$ cat config.mk
export PLATFORM = sky130hd
export DESIGN_NAME = key_watchdog
export DESIGN_NICKNAME = d
export VERILOG_FILES = /design/src/rtl/wdg_pkg.sv /design/src/rtl/wdg_key_fsm.sv /design/src/rtl/wdg_tick_cnt.sv /design/src/rtl/wdg_ctrl_fsm.sv /design/src/rtl/key_watchdog.sv
export SDC_FILE = /design/constraint.sdc
export NUM_CORES = 1
export LEC_CHECK = 0
export BUFFER_PORTS_ARGS = -buffer_cell sky130_fd_sc_hd__buf_4
export CORE_UTILIZATION = 58
export DETAILED_ROUTE_END_ITERATION = 12
export GPL_TIMING_DRIVEN = 0
export PLACE_DENSITY = 0.81
export SLEW_MARGIN = 20
export SYNTH_ARGS = -nofsm -noshare
export SYNTH_HDL_FRONTEND = slang
export SYNTH_HIERARCHICAL = 1
export SYNTH_SLANG_ARGS = --single-unit
$ cat constraint.sdc
create_clock -name clk -period 6 [get_ports clk]
set_input_delay 1.8 -clock clk [delete_from_list [all_inputs] [get_ports clk]]
set_output_delay 1.8 -clock clk [all_outputs]
set_load 0.02 [all_outputs]
$ cat src/rtl/wdg_pkg.sv
package wdg_pkg;

    localparam logic [7:0] KEY_ARM  = 8'h55;
    localparam logic [7:0] KEY_FIRE = 8'hAA;

    typedef enum logic [0:0] {
        KEY_IDLE  = 1'b0,
        KEY_ARMED = 1'b1
    } key_st_t;

    typedef enum logic [1:0] {
        WD_OFF  = 2'd0,
        WD_RUN  = 2'd1,
        WD_HOLD = 2'd2
    } wd_st_t;

endpackage

$ cat src/rtl/wdg_key_fsm.sv
module wdg_key_fsm
    import wdg_pkg::*;
(
    input  logic       clk,
    input  logic       rst_n,
    input  logic       flush,
    input  logic       wr_stb,
    input  logic [7:0] wr_data,
    output logic       svc,
    output logic       armed
);

    key_st_t state_q, state_d;
    logic    is_arm, is_fire;

    assign is_arm  = wr_stb && (wr_data == KEY_ARM);
    assign is_fire = wr_stb && (wr_data == KEY_FIRE);

    always_comb begin
        state_d = state_q;
        if (flush) begin
            state_d = KEY_IDLE;
        end else begin
            unique case (state_q)
                KEY_IDLE: begin
                    if (is_arm) state_d = KEY_ARMED;
                end
                KEY_ARMED: begin
                    if (wr_stb && !is_arm) state_d = KEY_IDLE;
                end
                default: state_d = KEY_IDLE;
            endcase
        end
    end

    always_ff @(posedge clk or negedge rst_n) begin
        if (!rst_n) state_q <= KEY_IDLE;
        else        state_q <= state_d;
    end

    always_comb begin
        armed = (state_q == KEY_ARMED);
        svc   = !flush && armed && is_fire;
    end

    AST_SVC_DISARMS: assert property (@(posedge clk) disable iff (!rst_n)
        svc |=> !armed);

    AST_FLUSH_DISARMS: assert property (@(posedge clk) disable iff (!rst_n)
        flush |=> !armed);

    AST_ARM_TAKES: assert property (@(posedge clk) disable iff (!rst_n)
        (!flush && is_arm) |=> armed);

endmodule

$ cat src/rtl/wdg_tick_cnt.sv
module wdg_tick_cnt #(
    parameter int TIMEOUT_TICKS = 512
) (
    input  logic clk,
    input  logic rst_n,
    input  logic clr,
    input  logic tick,
    output logic last
);

    localparam int CW = (TIMEOUT_TICKS > 2) ? $clog2(TIMEOUT_TICKS) : 1;
    localparam logic [CW-1:0] LAST_VAL = CW'(TIMEOUT_TICKS - 1);

    logic [CW-1:0] cnt_q;

    always_ff @(posedge clk or negedge rst_n) begin
        if (!rst_n) begin
            cnt_q <= '0;
        end else if (clr) begin
            cnt_q <= '0;
        end else if (tick) begin
            if (cnt_q == LAST_VAL) cnt_q <= '0;
            else                   cnt_q <= cnt_q + 1'b1;
        end
    end

    assign last = (cnt_q == LAST_VAL);

    AST_CLR_ZERO: assert property (@(posedge clk) disable iff (!rst_n)
        clr |=> (cnt_q == '0));

    AST_TICK_STEP: assert property (@(posedge clk) disable iff (!rst_n)
        (!clr && tick && !last) |=> (cnt_q == CW'($past(cnt_q) + 1'b1)));

    AST_IDLE_KEEP: assert property (@(posedge clk) disable iff (!rst_n)
        (!clr && !tick) |=> $stable(cnt_q));

endmodule

$ cat src/rtl/wdg_ctrl_fsm.sv
module wdg_ctrl_fsm
    import wdg_pkg::*;
#(
    parameter int HOLD_CYCLES = 16
) (
    input  logic clk,
    input  logic rst_n,
    input  logic wd_en,
    input  logic expire,
    output logic run,
    output logic rst_req
);

    localparam int HW = (HOLD_CYCLES > 2) ? $clog2(HOLD_CYCLES) : 1;
    localparam logic [HW-1:0] HOLD_LAST = HW'(HOLD_CYCLES - 1);

    wd_st_t        state_q, state_d;
    logic [HW-1:0] hc_q;
    logic          hold_done;

    assign hold_done = (hc_q == HOLD_LAST);

    always_comb begin
        state_d = state_q;
        if (!wd_en) begin
            state_d = WD_OFF;
        end else begin
            unique case (state_q)
                WD_OFF:  state_d = expire ? WD_HOLD : WD_RUN;
                WD_RUN:  if (expire) state_d = WD_HOLD;
                WD_HOLD: if (hold_done) state_d = WD_RUN;
                default: state_d = WD_OFF;
            endcase
        end
    end

    always_ff @(posedge clk or negedge rst_n) begin
        if (!rst_n) begin
            state_q <= WD_OFF;
            hc_q    <= '0;
        end else begin
            state_q <= state_d;
            if (state_q == WD_HOLD && state_d == WD_HOLD) hc_q <= hc_q + 1'b1;
            else                                          hc_q <= '0;
        end
    end

    always_comb begin
        rst_req = (state_q == WD_HOLD);
        run     = wd_en && (state_q != WD_HOLD);
    end

    AST_EXPIRE_REQ: assert property (@(posedge clk) disable iff (!rst_n)
        (wd_en && expire) |=> rst_req);

    AST_OFF_QUIET: assert property (@(posedge clk) disable iff (!rst_n)
        !wd_en |=> !rst_req);

    AST_HOLD_END: assert property (@(posedge clk) disable iff (!rst_n)
        (rst_req && hold_done) |=> !rst_req);

    AST_HOLD_KEEP: assert property (@(posedge clk) disable iff (!rst_n)
        (rst_req && wd_en && !hold_done) |=> rst_req);

endmodule

$ cat src/rtl/key_watchdog.sv
module key_watchdog #(
    parameter int TIMEOUT_TICKS = 512,
    parameter int HOLD_CYCLES   = 16
) (
    input  logic       clk,
    input  logic       rst_n,
    input  logic       wd_en,
    input  logic       tick,
    input  logic       wr_stb,
    input  logic [7:0] wr_data,
    output logic       rst_req
);

    logic run, svc, armed, last, expire, cnt_clr;

    wdg_key_fsm u_key (
        .clk     (clk),
        .rst_n   (rst_n),
        .flush   (!run),
        .wr_stb  (wr_stb),
        .wr_data (wr_data),
        .svc     (svc),
        .armed   (armed)
    );

    assign cnt_clr = !run || svc;
    assign expire  = run && tick && last && !svc;

    wdg_tick_cnt #(.TIMEOUT_TICKS(TIMEOUT_TICKS)) u_cnt (
        .clk   (clk),
        .rst_n (rst_n),
        .clr   (cnt_clr),
        .tick  (tick),
        .last  (last)
    );

    wdg_ctrl_fsm #(.HOLD_CYCLES(HOLD_CYCLES)) u_ctrl (
        .clk     (clk),
        .rst_n   (rst_n),
        .wd_en   (wd_en),
        .expire  (expire),
        .run     (run),
        .rst_req (rst_req)
    );

    AST_SVC_BEATS_TICK: assert property (@(posedge clk) disable iff (!rst_n)
        (svc && !rst_req) |=> !rst_req);

    AST_HOLD_DISARMED: assert property (@(posedge clk) disable iff (!rst_n)
        rst_req |=> !armed);

endmodule

# Yosys cells after proc, flatten, opt, wreduce, memory -nomap -nowiden
# Index checks and enable logic that the tools add are counted.
# op_classes
multipliers,0
reduce_logical,16
magnitude_cmp,0
n_addsub,2
bitwise_logic,1
n_eq_ne,8
shifts,0
mux,13
div,0
# ops
op,count
2-to-1 mux 9 bit,3
logical AND 1 bit,10
"adder 9 x 1 -> 9 bit, second input constant",1
"== test 9 bit, second input constant",1
"== test 8 x 7 -> 1 bit, second input constant",1
"== test 8 bit, second input constant",1
2-to-1 mux 2 bit,4
one-hot mux 2 bit (3 select lines),1
"adder 4 x 1 -> 4 bit, second input constant",1
"== test 2 bit, second input constant",2
"== test 4 bit, second input constant",1
2-to-1 mux 4 bit,1
logical NOT 1 bit,3
2-to-1 mux 1 bit,3
"== test 2 x 1 -> 1 bit, second input constant",1
logical NOT 2 bit,1
"inequality test 2 bit, second input constant",1
one-hot mux 1 bit (2 select lines),1
nonzero test 2 bit,1
logical OR 1 bit,1
inverter 1 bit,1
# totals
register_bits,16
wordCells,44
romBits,0
ramBits,0
latchBits,0
output_inout_bits,1
n_memories,0
inputBits,13

# Logic depth before layout (Yosys ltp)
# Gate-level depths: netlist of the first run.
# logic_depth
word_depth,12
mapped_depth,9
mapped_depth_nobuf,9

# Hierarchy
# The synthesis of the first run kept the hierarchy.
# modules_own_cells
module,instances,cells_per_inst,seq_area_each_um2,area_per_inst_um2
wdg_tick_cnt,1,52,225.2,496.7
wdg_ctrl_fsm,1,25,150.1,272.8
wdg_key_fsm,1,10,25.0,102.6
key_watchdog,1,3,0.0,20.0

# Worst setup path before layout of the first run
# Ideal clock, no wire load.
# synth_timing
path_type,input port to flip-flop
start,input wd_en
end,register u_ctrl.state_q[1]
t_arrival_ns,3.091
slack_ns,2.790
setup_ns,0.119
required_time_ns,5.881
n_path_buf,0
path_stages,8
path_cell_list,and2_2 > inv_1 > or4bb_1 > nor3_2 > and4b_1 > nor2b_1 > a21oi_1 > nor2b_1
# synth_between
elab_chain_cells,8
word_cells_on_any_way,11
classes_between,4 x mux; 7 x reduce/logical
# synth_lines
element,line,source
"start, declared",key_watchdog.sv:7,"input logic wd_en,"
logical AND 1 bit *,wdg_ctrl_fsm.sv:50,run = wd_en && (state_q != WD_HOLD);
logical AND 1 bit * (2 in a row),wdg_key_fsm.sv:43,svc = !flush && armed && is_fire;
named net svc,key_watchdog.sv:14,"logic run, svc, armed, last, expire, cnt_clr;"
logical NOT 1 bit *,key_watchdog.sv:27,assign expire = run && tick && last && !svc;
logical AND 1 bit *,key_watchdog.sv:27,
named net expire,key_watchdog.sv:14,
"2-to-1 mux 2 bit, on equally long branches","wdg_ctrl_fsm.sv:30, wdg_ctrl_fsm.sv:29",
one-hot mux 2 bit (3 select lines) *,wdg_ctrl_fsm.sv:28,unique case (state_q)
2-to-1 mux 2 bit *,wdg_ctrl_fsm.sv:25,if (!wd_en) begin
named net u_ctrl.state_d[1],wdg_ctrl_fsm.sv:17,"wd_st_t state_q, state_d;"
"end signal, assigned",wdg_ctrl_fsm.sv:42,state_q <= state_d;
"end, declared",wdg_ctrl_fsm.sv:17,
# The timed path passes the listed nets; every way through them passes the cells marked *.
# A chain may end at the register's enable or synchronous reset.

# Worst setup path after layout of the first run
# layout_timing
start,input wd_en
end,register u_cnt.cnt_q[1]
# layout_between
elab_chain_cells,5
word_cells_on_any_way,7
classes_between,1 x mux; 6 x reduce/logical
# layout_lines
element,line,source
logical AND 1 bit *,wdg_ctrl_fsm.sv:50,
named net run,key_watchdog.sv:14,
logical AND 1 bit * (2 in a row),wdg_key_fsm.sv:43,
named net svc,key_watchdog.sv:14,
logical OR 1 bit *,key_watchdog.sv:26,assign cnt_clr = !run || svc;
named net cnt_clr,key_watchdog.sv:14,
2-to-1 mux 9 bit / nonzero test 2 bit (equally long branches),-,
"end signal, assigned",wdg_tick_cnt.sv:23,else cnt_q <= cnt_q + 1'b1;
"end, declared",wdg_tick_cnt.sv:14,logic [CW-1:0] cnt_q;
# Marked as above.

==> results of run 1 <==
[how the worst min path moves through the flow]
stage	start	to	slack, ns	cells past startpoint
final	u_ctrl/hc_q[0]	u_ctrl/hc_q[0]	0.46	1
after global routing	u_ctrl/hc_q[0]	u_ctrl/hc_q[0]	0.50	1
after CTS	u_ctrl/hc_q[0]	u_ctrl/hc_q[0]	0.47	1
after detailed placement	u_ctrl/hc_q[0]	u_ctrl/hc_q[0]	0.46	1
after global placement	u_ctrl/hc_q[0]	u_ctrl/hc_q[0]	0.45	1
after floorplan	u_ctrl/hc_q[0]	u_ctrl/hc_q[0]	0.43	1
[metrics by stage]
step | util | std cells | total power, mW
global route | 0.7647 | 122 | 0.2070
finish | 0.7647 | 122 | 0.1976
detailed placement | 0.7381 | 118 | 0.1302
floorplan | - | 90 | 0.1189
global placement | 0.7381 | 118 | 0.1296
CTS | 0.7647 | 122 | 0.2008
[worst max-delay path, stage by stage]
cell and delay (ns):
buf_4 0.10, and2_2 0.15, inv_1 0.06, or4bb_1 0.48
nor3_2 0.17, nand2b_1 0.12, clkbuf_1 0.35, nor2_1 0.12
[sequential cells by signal (all words and copies together) (netlist names)]
signal          cells
u_ctrl/state_q      2
u_ctrl/hc_q         4
u_cnt/cnt_q         9
u_key/armed         1
[synth_stat cells]
library cell and number:
dfrtp_1 16, nor2_1 8, a21oi_1 7, nand3_1 5, inv_1 4, nand2_1 4
ha_1 3, nand2b_1 3, nor2b_1 3, o21ai_0 3, or4_1 3, a31oi_1 2
mux2i_1 2, nand3_2 2, nor4bb_1 2, o311ai_0 2, or4b_1 2, a22oi_1 1
a41o_1 1, and2_1 1, and2_2 1, and4b_1 1, clkbuf_1 1, clkbuf_2 1
clkinv_2 1, nand3b_1 1, nand4_1 1, nand4_2 1, nor3_2 1, nor3b_1 1
o211ai_1 1, o22ai_1 1, or3_2 1, or4bb_1 1, xnor2_1 1, xor2_1 1
[final cells by class]
cell class / count / area, um^2
tap: 15 / 18.77
clock buffer: 4 / 36.28
sequential: 16 / 400.4
fill: 106 / 321.6
timing repair buffer: 13 / 97.59
inverter: 5 / 20.02
buffer: 2 / 8.758
multi-input combinational: 67 / 462.9
[metal layers]
metal	part of all wire	global-route usage	up-vias
li1	-	-	366
met4	0.0098	0.09677	0
met2	0.48	0.4023	31
met1	0.45	0.2852	339
met5	0	0	-
met3	0.056	0.04891	4
[cells in the final DEF, fill, tap and decap left out, types with 3 or more instances in the layout]
master and instances:
dfrtp_1 16, buf_4 13, nor2_1 8, a21oi_1 7
nand3_1 5, inv_1 4, nand2_1 4, nand2b_1 3
clkbuf_4 3, o21ai_0 3, nor2b_1 3, or4_1 3
ha_1 3
[where the power goes]
part | total, mW | internal (mW) | switching, mW
logic | 0.0177 | 0.00866 | 0.00906
registers | 0.110 | 0.109 | 0.00133
clock network | 0.0695 | 0.0369 | 0.0326
total | 0.198 | 0.155 | 0.0430
[kinds of logic after synthesis]
kind of cell / count (synthesis) / share of synthesized area
multiplexers: 2 / 0.02244
buffers and inverters: 7 / 0.03224
XOR/XNOR: 2 / 0.01964
AO/OA/AOI/OAI: 18 / 0.1248
flip-flops: 16 / 0.4488
adder cells (fa/ha/maj): 3 / 0.04208
AND/OR/NAND/NOR: 42 / 0.3100
==> results.ini, run 1 <==
[cts]
cts_tree=done
hold_buffers=0
post_cts_buffers=0
cts_htree_levels=1
numCtsBuffers=3
cts.sinks=16
clk_pin_slew_ns=0.09
cts_root_buffer=clkbuf_4
clkLatencyLatePin_ns=0.28
cts.path.max_buffers=2
cts_resized=0

[global_routing]
antenna_found_initial=0
grt_overflow_total=0
grt_pass1_wl_um=2553
grt_usage=0.2359
grt_max_degree=17
grt_pass1_vias=635

[setup_path]
required_ns=6.15
start_kind=input pin
endpoint_kind=flip-flop
path_class=input pin to flip-flop
arrival_ns=3.34
crit_fanout=9
r2r_setup_slack_ns=3.86
r2r-start=u_ctrl/state_q[1]
r2r_end=u_cnt/cnt_q[1]
startpoint=wd_en
reg2reg_depth=8
worstSetupEndpoint=u_cnt/cnt_q[1]

[place]
numPortBuffers=13
place_area_mm2=0.001008
dpl_worst_slack_ns=2.509
dp_hpwl_um=1318
place.gp.congestion=0.8321

[power_and_ir_drop]
ir_worst_vdd_uv=167.6
p_leak_nw=0.4714
power.density_mw_per_mm2=189.1

[finish]
finalInstanceArea_mm2=0.001045
final_nets=124
drive_gt1_frac=0.2336
insertedDiodeCount=0
syn2layout_area_growth_pct=17.11

[sta]
rsz0062_at_grt=no
fin_ws_ns=2.816
drv_slew=0
slew_headroom=0.7152
finalSetupTns_ns=0
hold_viol=0
period_share=0.5306
setup_viol=0
worstMarginPinSlew_ns=0.4273
fin_crit_ns=3.184
finClkSkew_ns=0.001181
fmax_mhz=314.1
holdWs_ns=0.4622

[synthesis]
yosys-top-cells-area=dfrtp_1, ha_1, a21oi_1
yosys.area.top_type_share=0.4488
yosys_warnings=6
synth_top_area_cell=dfrtp_1
synth.distinct_cells=36
synth_nets=106
avgSynthCellArea_um2=9.912
ys_seq_area_frac=0.4488
syn-cell-area_um2=892.1
ys_ff_latch=16
synth_cells=90

[drt]
via_per_inst=6.066
remaining_drc_errors=0
vias=740
dr.pass1.iters=4
drt_iter0_drc=25
wirelength_um=1740
ant_nets=0
routedWlPerCell_um=14.26

[floorplan]
initial_core_util=0.6529
io_pins=14
core_mm2=0.001366
rows=13
die_y_um=41.22
die_x_um=41.22
die_area_mm2=0.001699

[min_path]
hp-class=flip-flop to flip-flop

[flow_run]
cap_violations=0

[run_status]
status=finished clean

(Power assumes the default switching activity.)
==> run 2: changes to the inputs <==
CORE_UTILIZATION = 54   (was 58)
PLACE_DENSITY = 0.77   (was 0.81)
clock period = 3.3 ns   (was 6 ns; I/O delays follow)
==> results.ini, run 2 (synthesized netlist as in run 1, its figures left out) <==
[floorplan]
die_x_um=42.65  ; +3.5%
die_y_um=42.65  ; +3.5%
core_mm2=0.001524  ; +12%
initial_core_util=0.5854  ; -0.06754
io_pins=14  ; unchanged
rows=14  ; +1
die_area_mm2=0.001819  ; +7.0%

[cts]
hold_buffers=0  ; unchanged
cts.path.max_buffers=2  ; unchanged
numCtsBuffers=3  ; unchanged
clk_pin_slew_ns=0.09  ; about the same
cts_htree_levels=1  ; unchanged
cts.sinks=16  ; unchanged
post_cts_buffers=0  ; unchanged
cts_root_buffer=clkbuf_4
cts_tree=done
clkLatencyLatePin_ns=0.27  ; about the same
cts_resized=0  ; unchanged

[global_routing]
grt_usage=0.2155  ; -0.02038
grt_pass1_wl_um=3001  ; +18%
grt_max_degree=17  ; unchanged
grt_pass1_vias=741  ; +17%
grt_overflow_total=0  ; unchanged
antenna_found_initial=0  ; unchanged

[place]
dp_hpwl_um=1258  ; -4.5%
numPortBuffers=13  ; unchanged
place.gp.congestion=0.8091  ; -2.8%

[drt]
ant_nets=0  ; unchanged
via_per_inst=5.837  ; -3.8%
vias=718  ; -3.0%
routedWlPerCell_um=13.11  ; -8.1%
drt_iter0_drc=15  ; -40%
dr.pass1.iters=4  ; unchanged
wirelength_um=1612  ; -7.4%
remaining_drc_errors=0  ; unchanged

[setup_path]
critPathSlowestCell=or4bb_1
cpPeakStageDelay_ns=0.49  ; about the same
path_class=input pin to flip-flop
required_ns=3.45  ; -2.70 ns
start_kind=input pin
path_depth=8  ; unchanged
crit_chain=buf_4, and2_2, inv_1, or4bb_1, nor3_2, nand2b_1, clkbuf_1, nor2_1
reg2reg_depth=7  ; -1
endpoint_kind=flip-flop
arrival_ns=2.49  ; -0.85 ns
cp_top_family=simple AND/OR/NAND/NOR gates
crit_fanout=9  ; unchanged
critPathBufInv=3  ; unchanged

[finish]
registers.top_by_ff_count=u_cnt/cnt_q
syn2layout_area_growth_pct=17.25
final.fill_count=123  ; +16%
final_nets=124  ; unchanged
drive_gt1_frac=0.2336  ; unchanged
layout_common_cells=dfrtp_1, buf_4, nor2_1, a21oi_1, nand3_1
mostFrequentLayoutCell=dfrtp_1
insertedDiodeCount=0  ; unchanged
largest_register_ffs=9  ; unchanged
reg_top3=u_cnt/cnt_q: 9 flops, u_ctrl/hc_q: 4 flops, u_ctrl/state_q: 2 flops

[sta]
fmax_mhz=428.8
period_share=0.7068
fin_crit_ns=2.332
worstMarginPinSlew_ns=0.3872  ; -0.04007 ns
slew_headroom=0.7419  ; +0.02671
finalSetupTns_ns=0  ; unchanged
setup_viol=0  ; unchanged
hold_viol=0  ; unchanged
drv_slew=0  ; unchanged
rsz0062_at_grt=no
finClkSkew_ns=0.004401  ; +0.003219 ns

[power_and_ir_drop]
p_leak_nw=0.4714  ; unchanged
power.density_mw_per_mm2=339.6  ; +80%
ir_worst_vdd_uv=220.8  ; +32%
power_uw=355.3  ; +80%

[run_status]
status=finished clean

[min_path]
hp-class=flip-flop to flip-flop
hold_depth=1  ; unchanged

[flow_run]
cap_violations=0  ; unchanged

-- run 2: cell counts in the layout (fill, tap and decap cells not counted) --
No cell type changed its count.
-- run 2: worst register-to-register path: stages (launching register included) --
cell and delay [ns]:
dfrtp_1 0.44, ha_1 0.27, nand3_1 0.11, nor2_1 0.05, ha_1 0.26, nand2b_1 0.23, or4b_1 0.49, a21oi_1 0.15
-- run 2: routing by layer --
layer / vias to the layer above / track usage / part of all wire
li1: 368 / - / -
met1: 337 / 0.2633 / 0.45
met2: 11 / 0.3758 / 0.52
met3: 2 / 0.03017 / 0.022
met4: 0 / 0.08750 / 0.0062
met5: - / 0 / 0
-- run 2: layout make-up --
| type | instances | area, um^2 | share of cell area |
|---|---|---|---|
| Timing Repair Buffer | 13 | 97.59 | 0.09330 |
| Buffer | 2 | 8.758 | 0.008373 |
| Tap cell | 16 | 20.02 | 0.01914 |
| Multi-Input combinational cell | 67 | 462.9 | 0.4426 |
| Inverter | 5 | 20.02 | 0.01914 |
| Sequential cell | 16 | 400.4 | 0.3828 |
| Clock buffer | 4 | 36.28 | 0.03469 |
-- run 2: stage by stage --
step	instances	cell area (um^2)	setup WS (ns)	util	hold WS (ns)
after floorplan	90	892.1	0.9001	-	0.4302
after global placement	119	1010	0.6714	0.6626	0.4429
after detailed placement	119	1010	0.6651	0.6626	0.4509
after CTS	123	1046	0.9685	0.6864	0.4637
after global routing	123	1046	0.8021	0.6864	0.4793
final	123	1046	0.9677	0.6864	0.4577
-- run 2: worst paths after layout --
| check | to | slack [ns] | startpoint |
|---|---|---|---|
| max | u_cnt/cnt_q[8] | 0.97 | wd_en |
| min | u_ctrl/hc_q[0] | 0.46 | u_ctrl/hc_q[0] |
| max reg2reg | u_cnt/cnt_q[4] | 1.22 | u_cnt/cnt_q[0] |
| min reg2reg | u_ctrl/hc_q[0] | 0.46 | u_ctrl/hc_q[0] |
| max in group asynchronous | u_ctrl/hc_q[0] | 2.57 | rst_n |
| min in group asynchronous | u_cnt/cnt_q[7] | 0.55 | rst_n |
-- run 2: where the power goes --
part | leakage (nW) | switching [mW] | total, mW | internal [mW]
clock network | 0.0210 | 0.0565 | 0.123 | 0.0669
logic | 0.231 | 0.0155 | 0.0312 | 0.0157
registers | 0.220 | 0.00236 | 0.201 | 0.198
total | 0.471 | 0.0744 | 0.355 | 0.281
